`config.mk`:
```
export PLATFORM = sky130hd
export DESIGN_NAME = framed_serializer
export DESIGN_NICKNAME = d
export VERILOG_FILES = /design/src/rtl/serfrm_pkg.sv /design/src/rtl/serfrm_ctrl.sv /design/src/rtl/serfrm_datapath.sv /design/src/rtl/framed_serializer.sv
export SDC_FILE = /design/constraint.sdc
export NUM_CORES = 1
export LEC_CHECK = 0
export BUFFER_PORTS_ARGS = -buffer_cell sky130_fd_sc_hd__buf_2
export CAP_MARGIN = 10
export CORE_MARGIN = 5
export CORE_UTILIZATION = 52
export DETAILED_ROUTE_END_ITERATION = 6
export PLACE_DENSITY = 0.78
export SLEW_MARGIN = 20
export SYNTH_ARGS = -nofsm -noshare
export SYNTH_HDL_FRONTEND = slang
export SYNTH_SLANG_ARGS = --single-unit
```
`constraint.sdc`:
```
create_clock -name clk -period 2.4 [get_ports clk]
set_input_delay 0.36 -clock clk [delete_from_list [all_inputs] [get_ports clk]]
set_output_delay 0.36 -clock clk [all_outputs]
set_load 0.005 [all_outputs]
```
`src/rtl/serfrm_pkg.sv`:
```
package serfrm_pkg;

  typedef enum logic [1:0] {
    KIND_IDLE = 2'd0,
    KIND_DATA = 2'd1,
    KIND_SYNC = 2'd2
  } frameKind_t;

  typedef struct packed {
    logic       load;
    logic       shift;
    frameKind_t kind;
  } frameStrobe_t;

endpackage

```
`src/rtl/serfrm_ctrl.sv`:
```
module serfrm_ctrl
  import serfrm_pkg::*;
#(
  parameter int FRAME_W = 12
) (
  input  logic         clk,
  input  logic         rstN,
  input  logic         bitTick,
  input  logic         enable,
  input  logic         syncReqA,
  input  logic         syncReqB,
  output frameStrobe_t strobe
);

  localparam int POS_W = $clog2(FRAME_W);
  localparam logic [POS_W-1:0] LAST_POS = POS_W'(FRAME_W - 1);

  logic [POS_W-1:0] bitPos;
  frameKind_t       kindReg;
  frameKind_t       nextKind;
  logic             atBoundary;
  logic             anySync;

  assign atBoundary = (bitPos == LAST_POS);
  assign anySync    = syncReqA | syncReqB;

  always_comb begin
    if (!enable)      nextKind = KIND_IDLE;
    else if (anySync) nextKind = KIND_SYNC;
    else              nextKind = KIND_DATA;
  end

  always_comb begin
    strobe.load  = bitTick & atBoundary;
    strobe.shift = bitTick & ~atBoundary;
    strobe.kind  = strobe.load ? nextKind : kindReg;
  end

  always_ff @(posedge clk) begin
    if (!rstN) begin
      bitPos  <= LAST_POS;
      kindReg <= KIND_IDLE;
    end else if (bitTick) begin
      if (atBoundary) begin
        bitPos  <= '0;
        kindReg <= nextKind;
      end else begin
        bitPos  <= bitPos + 1'b1;
      end
    end
  end

  // the bit position moves only on a bit pulse
  p_pos_hold_r9: assert property (@(posedge clk) disable iff (!rstN)
    !bitTick |=> $stable(bitPos));

  // the position never leaves the frame
  p_pos_range_r2: assert property (@(posedge clk) disable iff (!rstN)
    bitPos <= LAST_POS);

  // the last bit is followed by the first bit of a new frame
  p_wrap_r2: assert property (@(posedge clk) disable iff (!rstN)
    (bitTick && bitPos == LAST_POS) |=> (bitPos == '0));

  // the frame kind is decided only at a frame start
  p_kind_boundary_r7: assert property (@(posedge clk) disable iff (!rstN)
    !strobe.load |=> $stable(kindReg));

endmodule

```
`src/rtl/serfrm_datapath.sv`:
```
module serfrm_datapath
  import serfrm_pkg::*;
#(
  parameter int DATA_W = 10
) (
  input  logic              clk,
  input  logic              rstN,
  input  frameStrobe_t      strobe,
  input  logic [DATA_W-1:0] wordIn,
  output logic              serialOut,
  output logic              wordTake
);

  localparam int FRAME_W   = DATA_W + 2;
  localparam int SYNC_ONES = FRAME_W / 2;

  logic [FRAME_W-1:0] dataFrame;
  logic [FRAME_W-1:0] syncFrame;
  logic [FRAME_W-1:0] newFrame;
  logic [FRAME_W-2:0] shiftReg;

  // Send order: index 0 leaves first.
  assign dataFrame[0]         = 1'b1;
  assign dataFrame[FRAME_W-1] = 1'b0;

  genvar gi;
  generate
    for (gi = 0; gi < DATA_W; gi++) begin : g_dataBits
      assign dataFrame[gi+1] = wordIn[gi];
    end
    for (gi = 0; gi < FRAME_W; gi++) begin : g_syncBits
      assign syncFrame[gi] = (gi < SYNC_ONES);
    end
  endgenerate

  always_comb begin
    unique case (strobe.kind)
      KIND_DATA: newFrame = dataFrame;
      KIND_SYNC: newFrame = syncFrame;
      default:   newFrame = '0;
    endcase
  end

  always_ff @(posedge clk) begin
    if (!rstN) begin
      serialOut <= 1'b0;
      shiftReg  <= '0;
      wordTake  <= 1'b0;
    end else if (strobe.load) begin
      serialOut <= newFrame[0];
      shiftReg  <= newFrame[FRAME_W-1:1];
      wordTake  <= (strobe.kind == KIND_DATA);
    end else if (strobe.shift) begin
      serialOut <= shiftReg[0];
      shiftReg  <= {1'b0, shiftReg[FRAME_W-2:1]};
      wordTake  <= 1'b0;
    end else begin
      wordTake  <= 1'b0;
    end
  end

  // the line holds between bit pulses
  p_hold_out_r9: assert property (@(posedge clk) disable iff (!rstN)
    !(strobe.load || strobe.shift) |=> $stable(serialOut));

  // a data frame opens with a high start bit and a capture pulse
  p_start_high_r3: assert property (@(posedge clk) disable iff (!rstN)
    (strobe.load && strobe.kind == KIND_DATA) |=> (serialOut && wordTake));

  // a training frame opens high without a capture pulse
  p_sync_first_r5: assert property (@(posedge clk) disable iff (!rstN)
    (strobe.load && strobe.kind == KIND_SYNC) |=> (serialOut && !wordTake));

  // an idle frame opens low without a capture pulse
  p_idle_low_r8: assert property (@(posedge clk) disable iff (!rstN)
    (strobe.load && strobe.kind == KIND_IDLE) |=> (!serialOut && !wordTake));

  // the capture pulse lasts a single cycle
  p_take_pulse_r4: assert property (@(posedge clk) disable iff (!rstN)
    wordTake |=> !wordTake);

endmodule

```
`src/rtl/framed_serializer.sv`:
```
module framed_serializer
  import serfrm_pkg::*;
#(
  parameter int DATA_W = 10
) (
  input  logic              clk,
  input  logic              rstN,
  input  logic              bitTick,
  input  logic              enable,
  input  logic              syncReqA,
  input  logic              syncReqB,
  input  logic [DATA_W-1:0] wordIn,
  output logic              serialOut,
  output logic              wordTake
);

  localparam int FRAME_W = DATA_W + 2;

  frameStrobe_t strobe;

  serfrm_ctrl #(.FRAME_W(FRAME_W)) u_ctrl (
    .clk      (clk),
    .rstN     (rstN),
    .bitTick  (bitTick),
    .enable   (enable),
    .syncReqA (syncReqA),
    .syncReqB (syncReqB),
    .strobe   (strobe)
  );

  serfrm_datapath #(.DATA_W(DATA_W)) u_datapath (
    .clk       (clk),
    .rstN      (rstN),
    .strobe    (strobe),
    .wordIn    (wordIn),
    .serialOut (serialOut),
    .wordTake  (wordTake)
  );

endmodule

```
==> results of run 1 <==
## cell usage in the layout, fill, tap and decap left out
cell | Yosys | final
sky130_fd_sc_hd__o31ai_1 | 1 | 1
sky130_fd_sc_hd__mux2i_1 | 4 | 4
sky130_fd_sc_hd__and4_4 | 1 | 1
sky130_fd_sc_hd__a32o_1 | 1 | 1
sky130_fd_sc_hd__nand2_1 | 4 | 4
sky130_fd_sc_hd__and4b_1 | 1 | 1
sky130_fd_sc_hd__o211a_1 | 5 | 5
sky130_fd_sc_hd__and4b_2 | 1 | 1
sky130_fd_sc_hd__o21a_1 | 6 | 6
sky130_fd_sc_hd__a22o_2 | 1 | 1
sky130_fd_sc_hd__buf_2 | 2 | 17
sky130_fd_sc_hd__inv_1 | 3 | 3
sky130_fd_sc_hd__and2b_1 | 1 | 1
sky130_fd_sc_hd__and2_1 | 2 | 2
sky130_fd_sc_hd__and2_2 | 2 | 2
sky130_fd_sc_hd__nor2b_1 | 3 | 3
sky130_fd_sc_hd__nor3b_1 | 1 | 1
sky130_fd_sc_hd__clkbuf_4 | 0 | 3
sky130_fd_sc_hd__ha_1 | 3 | 3
sky130_fd_sc_hd__or2_2 | 1 | 1
sky130_fd_sc_hd__a221o_1 | 4 | 4
sky130_fd_sc_hd__a21oi_1 | 6 | 6
sky130_fd_sc_hd__buf_4 | 0 | 1
sky130_fd_sc_hd__clkbuf_8 | 0 | 1
sky130_fd_sc_hd__nand2b_4 | 1 | 1
sky130_fd_sc_hd__and3b_2 | 1 | 1
sky130_fd_sc_hd__nor2_1 | 2 | 2
sky130_fd_sc_hd__nand3_1 | 1 | 1
sky130_fd_sc_hd__o21ai_0 | 7 | 7
sky130_fd_sc_hd__a21boi_0 | 2 | 2
sky130_fd_sc_hd__dfxtp_1 | 18 | 18
## flip-flops by register name (all words and copies together), names as in the netlist
| name | flops |
|---|---|
| u_ctrl.bitPos | 4 |
| u_ctrl.kindReg | 2 |
| u_datapath.serialOut | 1 |
| u_datapath.shiftReg | 10 |
| u_datapath.wordTake | 1 |
## cell type report
type | instances | share of cell area (%)
Clock buffer | 4 | 3.66
Timing Repair Buffer | 18 | 9.33
Inverter | 3 | 1.13
Multi-Input combinational cell | 62 | 47.5
Tap cell | 16 | 2.02
Sequential cell | 18 | 36.3
## worst max path at each step
| stage | depth (start not counted) | end | startpoint | slack, ps |
|---|---|---|---|---|
| finish | 7 | u_datapath.shiftReg[7] | u_ctrl.bitPos[0] | 180 |
| global route | 7 | u_datapath.shiftReg[6] | u_ctrl.bitPos[0] | 9 |
| CTS | 7 | u_datapath.shiftReg[7] | u_ctrl.bitPos[0] | 190 |
| detailed placement | 7 | u_datapath.shiftReg[8] | u_ctrl.bitPos[0] | 210 |
| global placement | 7 | u_datapath.shiftReg[7] | u_ctrl.bitPos[0] | 300 |
| floorplan | 9 | u_datapath.shiftReg[7] | u_ctrl.bitPos[0] | 250 |
## power breakdown
part           leakage [nW]  switching (mW)  internal [mW]
sequential            0.147          0.0134          0.316
combinational         0.322          0.0580         0.0550
clock                0.0210          0.0987         0.0925
total                 0.490           0.170          0.464
## cells by family (layout without fill, tap and decap cells)
| group | count (synthesis) | after routing |
|---|---|---|
| mux | 4 | 4 |
| compound gates | 33 | 33 |
| simple gates | 22 | 22 |
| buf+inv | 7 | 25 |
| flops | 18 | 18 |
| fa+ha+maj | 3 | 3 |
## critical path, stage by stage, from the launching register on
cell and delay, ps:
sky130_fd_sc_hd__dfxtp_1 400, sky130_fd_sc_hd__ha_1 220, sky130_fd_sc_hd__and4b_2 330, sky130_fd_sc_hd__mux2i_1 310, sky130_fd_sc_hd__inv_1 70, sky130_fd_sc_hd__ha_1 270
sky130_fd_sc_hd__and4_4 230, sky130_fd_sc_hd__a221o_1 290
## layer usage
layer,track usage [%],vias up,routed length [um]
met5,0,-,0
met1,19.8,328,887
met2,24.2,25,798
li1,-,362,-
met4,7.66,0,13
met3,3.49,2,139
## per-stage QoR
step	std cells	area, um2	util (%)
after floorplan	87	868	-
after global placement	117	956	62.0
after detailed placement	117	956	62.0
after CTS	121	992	64.4
after global routing	121	992	64.4
final	121	992	64.4
==> impl_metrics.sql, run 1 <==
INSERT INTO impl_metrics (metric_group, metric, value, unit) VALUES
('finish', 'fillerInstances', '146', ''),
('worst_setup_path', 'critical_path.max_fanout', '8', ''),
('logic_synthesis', 'synth.avg_cell_area', '9.98', 'um2'),
('global_routing', 'grt_overflow_total', '0', ''),
('clocking', 'worstSkewPairLatency', '300', 'ps'),
('logic_synthesis', 'synth_common_cells', '18 x sky130_fd_sc_hd__dfxtp_1, 7 x sky130_fd_sc_hd__o21ai_0, 6 x sky130_fd_sc_hd__a21oi_1, 6 x sky130_fd_sc_hd__o21a_1, 5 x sky130_fd_sc_hd__o211a_1', ''),
('worst_setup_path', 'cp.required', '2600', 'ps'),
('worst_setup_path', 'start_kind', 'flip-flop', ''),
('global_routing', 'antenna_found_initial', '0', ''),
('hold_path', 'min_from', 'wordIn[7]', ''),
('place', 'dp_wirelength', '1300', 'um'),
('logic_synthesis', 'synth-xor-area-share', '0', '%'),
('worst_setup_path', 'criticalPathCategory', 'reg -> reg', ''),
('clocking', 'clkSlewWorstSetupHoldPaths', '110', 'ps'),
('logic_synthesis', 'synth_fp_nets', '106', ''),
('clocking', 'clock_tree.root_cell', 'sky130_fd_sc_hd__clkbuf_4', ''),
('hold_path', 'hold_path.class', 'in -> reg', ''),
('timing', 'report.final.slew_viol_count', '0', ''),
('die', 'row_count', '14', ''),
('die', 'floorplan.initialDensity', '56.3', '%'),
('route', 'ant_nets', '0', ''),
('place', 'buffer_ports.inserted', '17', ''),
('logic_synthesis', 'syn-instance-count', '87', ''),
('status', 'run_status', 'finished clean', ''),
('finish', 'seq_area', '360', 'um2'),
('hold_path', 'timing.hold.worst_endpoint', 'u_datapath.shiftReg[7]', ''),
('logic_synthesis', 'synth.distinct_cells', '30', ''),
('finish', 'post_route_cells_drive_above_1_share', '28.6', '%'),
('logic_synthesis', 'yosys.area_share.adder', '4.32', '%'),
('logic_synthesis', 'ys_seq_elements', '18', ''),
('power', 'report.power.total', '0.634', 'mW'),
('finish', 'final_net_count', '125', ''),
('clocking', 'postCtsResizedCells', '0', ''),
('logic_synthesis', 'synth_top_area_cell', 'sky130_fd_sc_hd__dfxtp_1', ''),
('place', 'gpl.final_weighted_congestion', '0.815', ''),
('route', 'routed_wl', '1840', 'um'),
('logic_synthesis', 'synth_ff_type', 'sky130_fd_sc_hd__dfxtp_1', ''),
('timing', 'max_slew.worst_pin.slew', '289', 'ps'),
('logic_synthesis', 'synth_top_family_by_area', 'compound AO/OA/AOI/OAI gates', ''),
('power', 'worst_ir_drop_vdd', '0.000381', 'V'),
('timing', 'largest_clock_skew_in_the_final_design', '1.44', 'ps'),
('power', 'cellPowerDensity', '639', 'nW/um2'),
('worst_setup_path', 'end_kind', 'flip-flop', ''),
('die', 'dieHeight', '50.9', 'um'),
('die', 'core-area', '1540', 'um2'),
('worst_setup_path', 'regToRegSetupSlack', '180', 'ps'),
('logic_synthesis', 'synthDominantCellAreaShare', '41.5', '%'),
('timing', 'setup_viols_final', '0', ''),
('logic_synthesis', 'synth.top_cells.by_area', 'sky130_fd_sc_hd__dfxtp_1 41%, sky130_fd_sc_hd__o211a_1 5.8%, sky130_fd_sc_hd__o21a_1 5.2%', ''),
('die', 'fp.dieW', '50.9', 'um'),
('timing', 'fmax', '449', 'MHz'),
('finish', 'antennaDiodeCount', '0', ''),
('timing', 'grt_setup_unrepaired', 'false', ''),
('timing', 'period_needed', '2220', 'ps'),
('timing', 'slew_headroom', '80.7', '%'),
('global_routing', 'grt_usage', '15.4', '%'),
('worst_setup_path', 'data_arrival_time_at_the_worst_slack_endpoint', '2420', 'ps'),
('route', 'remaining_drc_errors', '0', ''),
('timing', 'postLayoutSetupSlackWorst', '175', 'ps'),
('route', 'wirelength_per_cell', '15.2', 'um'),
('timing', 'fin_tns_setup', '0', 'ps'),
('finish', 'multi_input_logic_area', '472', 'um2'),
('die', 'ioPinCount', '18', ''),
('power', 'power.static_leakage', '0.490', 'nW'),
('global_routing', 'grt_pass1_wl', '3070', 'um'),
('clocking', 'cts_hold_buffers', '0', ''),
('clocking', 'clk_path_buf_depth', '2', ''),
('worst_setup_path', 'rr_startpoint', 'u_ctrl.bitPos[0]', ''),
('timing', 'timing_hold_violations_final', '0', ''),
('logic_synthesis', 'edff_count_synth', '0', ''),
('clocking', 'cts_tree', 'done', '');
Note: power is estimated with default switching activity, not from simulation.
==> inputs of run 2 (changes only) <==
- ABC_AREA: not set -> 1
- PLACE_DENSITY: 0.78 -> not set
- PLACE_DENSITY_LB_ADDON: not set -> 0.12
==> run 2 against run 1 <==
Utilization decreased by 4.4 points. Combinational power about the same. Non-clock buffer count decreased by 1. Critical path depth up 3. Register-to-register slack better by 170 ps. Cell area is 2.0% higher. Power shrank 2.3%. First-iteration DRC count rose by 120%. Clock skew grew 3.3 ps. Clock power fell by 3%. Highest routed layer unchanged.
==> impl_metrics.sql, run 2 <==
INSERT INTO impl_metrics (metric_group, metric, value, unit) VALUES
('finish', 'final_cell_mix', '43 x sky130_fd_sc_hd__nand2_1, 18 x sky130_fd_sc_hd__dfxtp_1, 17 x sky130_fd_sc_hd__buf_2', ''),
('clocking', 'postCtsSetupRepairBufs', '0', ''),
('timing', 'postLayoutSetupSlackWorst', '349', 'ps'),
('timing', 'fmax', '487', 'MHz'),
('logic_synthesis', 'synth_top_area_cell', 'sky130_fd_sc_hd__dfxtp_1', ''),
('clocking', 'clk_path_buf_depth', '2', ''),
('worst_setup_path', 'critPathSlowestCell', 'sky130_fd_sc_hd__dfxtp_1', ''),
('die', 'floorplan.initialDensity', '53.5', '%'),
('logic_synthesis', 'synth_fp_nets', '151', ''),
('logic_synthesis', 'synth.distinct_cells', '19', ''),
('logic_synthesis', 'synthDominantCellAreaShare', '39.9', '%'),
('worst_setup_path', 'data_arrival_time_at_the_worst_slack_endpoint', '2270', 'ps'),
('finish', 'fillerInstances', '171', ''),
('logic_synthesis', 'synth.avg_cell_area', '6.84', 'um2'),
('global_routing', 'grt_usage', '16.5', '%'),
('flow_run', 'maxCapViolCount', '0', ''),
('clocking', 'worstSkewPairLatency', '290', 'ps'),
('clocking', 'htree_num_levels', '1', ''),
('route', 'first_iter_violations', '26', ''),
('logic_synthesis', 'post_synth_instance_area', '903', 'um2'),
('die', 'core-area', '1690', 'um2'),
('timing', 'period_needed', '2050', 'ps'),
('power', 'power.static_leakage', '0.521', 'nW'),
('hold_path', 'min_delay_path_depth', '3', ''),
('logic_synthesis', 'synth_ff_type', 'sky130_fd_sc_hd__dfxtp_1', ''),
('finish', 'most_common_library_cell_in_the_layout_ignoring_fill_and_taps', 'sky130_fd_sc_hd__nand2_1', ''),
('global_routing', 'grt_max_degree', '20', ''),
('route', 'ant_nets', '0', ''),
('timing', 'largest_clock_skew_in_the_final_design', '4.72', 'ps'),
('logic_synthesis', 'synth_warnings', '0', ''),
('clocking', 'cts_tree', 'done', ''),
('finish', 'antennaDiodeCount', '0', ''),
('power', 'cellPowerDensity', '612', 'nW/um2'),
('logic_synthesis', 'syn-instance-count', '132', ''),
('logic_synthesis', 'yosys.cell_count.top_type', 'sky130_fd_sc_hd__nand2_1', ''),
('die', 'ioPinCount', '18', ''),
('worst_setup_path', 'critical_path.max_fanout', '12', ''),
('worst_setup_path', 'end_kind', 'flip-flop', ''),
('clocking', 'cts_buffers', '3', ''),
('logic_synthesis', 'synth.yosys.seq_area_share', '39.9', '%'),
('global_routing', 'grt_overflow_total', '0', ''),
('worst_setup_path', 'critical_path.cell_chain', 'ha_1, nand2_2, nor2_4, nand3_2, nand2_1, ha_1, nand2_1, nand2_1, nand3_1, a21oi_1', ''),
('route', 'vias', '866', ''),
('global_routing', 'antenna_found_initial', '0', ''),
('place', 'place_ws', '305', 'ps'),
('clocking', 'cts_hold_buffers', '0', ''),
('worst_setup_path', 'critical_path.n_buffers_inverters', '0', ''),
('global_routing', 'grt_pass1_wl', '3470', 'um'),
('die', 'fp.dieW', '51.7', 'um'),
('logic_synthesis', 'ys_async_sr_fraction', '0', '%'),
('timing', 'grt_setup_unrepaired', 'false', ''),
('global_routing', 'vias_in_the_first_global_route', '828', ''),
('finish', 'final_net_count', '167', ''),
('logic_synthesis', 'synth.top_cells.by_area', 'sky130_fd_sc_hd__dfxtp_1 40%, sky130_fd_sc_hd__nand2_1 18%, sky130_fd_sc_hd__nand3_1 8.9%', ''),
('power', 'worst_ir_drop_vdd', '0.000365', 'V'),
('worst_setup_path', 'timing.reg2reg.worst_path_depth', '10', ''),
('timing', 'setup_viols_final', '0', ''),
('finish', 'area_grow_syn2layout', '12.0', '%'),
('timing', 'max_slew.worst_pin.slew', '372', 'ps'),
('worst_setup_path', 'start_kind', 'flip-flop', ''),
('route', 'routed_wl', '1900', 'um'),
('clocking', 'clock_tree.root_cell', 'sky130_fd_sc_hd__clkbuf_4', ''),
('logic_synthesis', 'ys_seq_elements', '18', ''),
('timing', 'fin_tns_setup', '0', 'ps'),
('timing', 'crit_share_post_route', '85.5', '%'),
('worst_setup_path', 'criticalPathCategory', 'reg -> reg', ''),
('finish', 'reg_top3', 'u_datapath.shiftReg x10, u_ctrl.bitPos x4, u_ctrl.kindReg x2', ''),
('logic_synthesis', 'edff_count_synth', '0', ''),
('worst_setup_path', 'worstSetupPathDepth', '10', ''),
('worst_setup_path', 'cp.required', '2620', 'ps'),
('die', 'total_die_area', '2670', 'um2'),
('die', 'row_count', '15', ''),
('clocking', 'postCtsResizedCells', '0', ''),
('place', 'gpl.final_weighted_congestion', '0.889', ''),
('logic_synthesis', 'synth_common_cells', '43 x sky130_fd_sc_hd__nand2_1, 18 x sky130_fd_sc_hd__dfxtp_1, 16 x sky130_fd_sc_hd__nand3_1', ''),
('status', 'run_status', 'finished clean', ''),
('finish', 'most_flops_register', 'u_datapath.shiftReg', ''),
('clocking', 'cts.sinks', '18', ''),
('worst_setup_path', 'crit_path_frequent_cell', 'sky130_fd_sc_hd__nand2_1', ''),
('place', 'buffer_ports.inserted', '17', ''),
('route', 'remaining_drc_errors', '0', ''),
('worst_setup_path', 'max_stage_delay', '390', 'ps'),
('clocking', 'clkSlewWorstSetupHoldPaths', '100', 'ps'),
('timing', 'final.hold.worst_slack', '259', 'ps'),
('route', 'wirelength_per_cell', '11.6', 'um'),
('die', 'dieHeight', '51.7', 'um'),
('timing', 'timing_hold_violations_final', '0', ''),
('timing', 'report.final.slew_viol_count', '0', ''),
('hold_path', 'hold_path.class', 'in -> reg', ''),
('place', 'dp_wirelength', '1440', 'um'),
('worst_setup_path', 'cp_top_family', 'simple AND/OR/NAND/NOR gates', ''),
('timing', 'slew_headroom', '75.2', '%'),
('finish', 'largest_register_ffs', '10', ''),
('finish', 'post_route_cells_drive_above_1_share', '17.7', '%'),
('finish', 'final_core_utilization', '59.9', '%'),
('route', 'detail_route.vias_per_cell', '5.28', ''),
('route', 'drt_pass1_iterations', '4', '');
run 2: changes by cell type in the layout (fill, tap and decap cells not counted), sizes merged, moves of 5 or more:
cell   previous run  this run
inv               3        11
nand2             4        44
nand3             1        17
o211a             5         0
o21a              6         0
o21ai             7        13
run 2: worst min-delay path: stages:
cell and delay (ps):
sky130_fd_sc_hd__buf_2 70, sky130_fd_sc_hd__nand2_1 40, sky130_fd_sc_hd__nand2_1 40
run 2: metal layers:
metal,vias up,routed length (um),track usage [%]
li1,459,-,-
met1,390,879,20.1
met2,15,934,30.1
met3,2,76,2.58
met4,0,9,3.93
met5,-,0,0
run 2: final cells by class:
cell class | instances | area (um2) | share of cell area [%]
repair buffers | 17 | 85.1 | 8.41
inverters | 12 | 45.0 | 4.45
flip-flops and latches | 18 | 360 | 35.6
clock buffers | 4 | 36.3 | 3.58
well taps | 17 | 21.3 | 2.10
multi-input cells | 96 | 464 | 45.9
run 2: final timing paths:
| kind | from | slack, ps | end |
|---|---|---|---|
| min reg2reg | u_datapath.shiftReg[9] | 490 | u_datapath.shiftReg[9] |
| max | u_ctrl.bitPos[0] | 350 | u_datapath.shiftReg[1] |
| min | wordIn[9] | 260 | u_datapath.shiftReg[9] |
| max reg2reg | u_ctrl.bitPos[0] | 350 | u_datapath.shiftReg[1] |
run 2: report_power, final:
part           total, mW  internal, mW  switching (mW)
registers          0.323         0.314         0.00925
clock network      0.186        0.0922          0.0934
logic              0.110        0.0373          0.0732
total              0.619         0.444           0.176
run 2: cell families after synthesis:
family                   after synthesis  share of synthesized area (%)
AO/OA/AOI/OAI                         22                           12.5
flip-flops                            18                           39.9
AND/OR/NAND/NOR                       71                           34.8
adder cells (fa/ha/maj)                3                           4.16
buffers and inverters                 18                           8.73
run 2: metrics by stage:
step | power, mW | std cells | instance area (um2)
after floorplan | 0.411 | 132 | 903
after global placement | 0.437 | 160 | 976
after detailed placement | 0.440 | 160 | 976
after CTS | 0.624 | 164 | 1010
after global routing | 0.651 | 164 | 1010
final | 0.619 | 164 | 1010
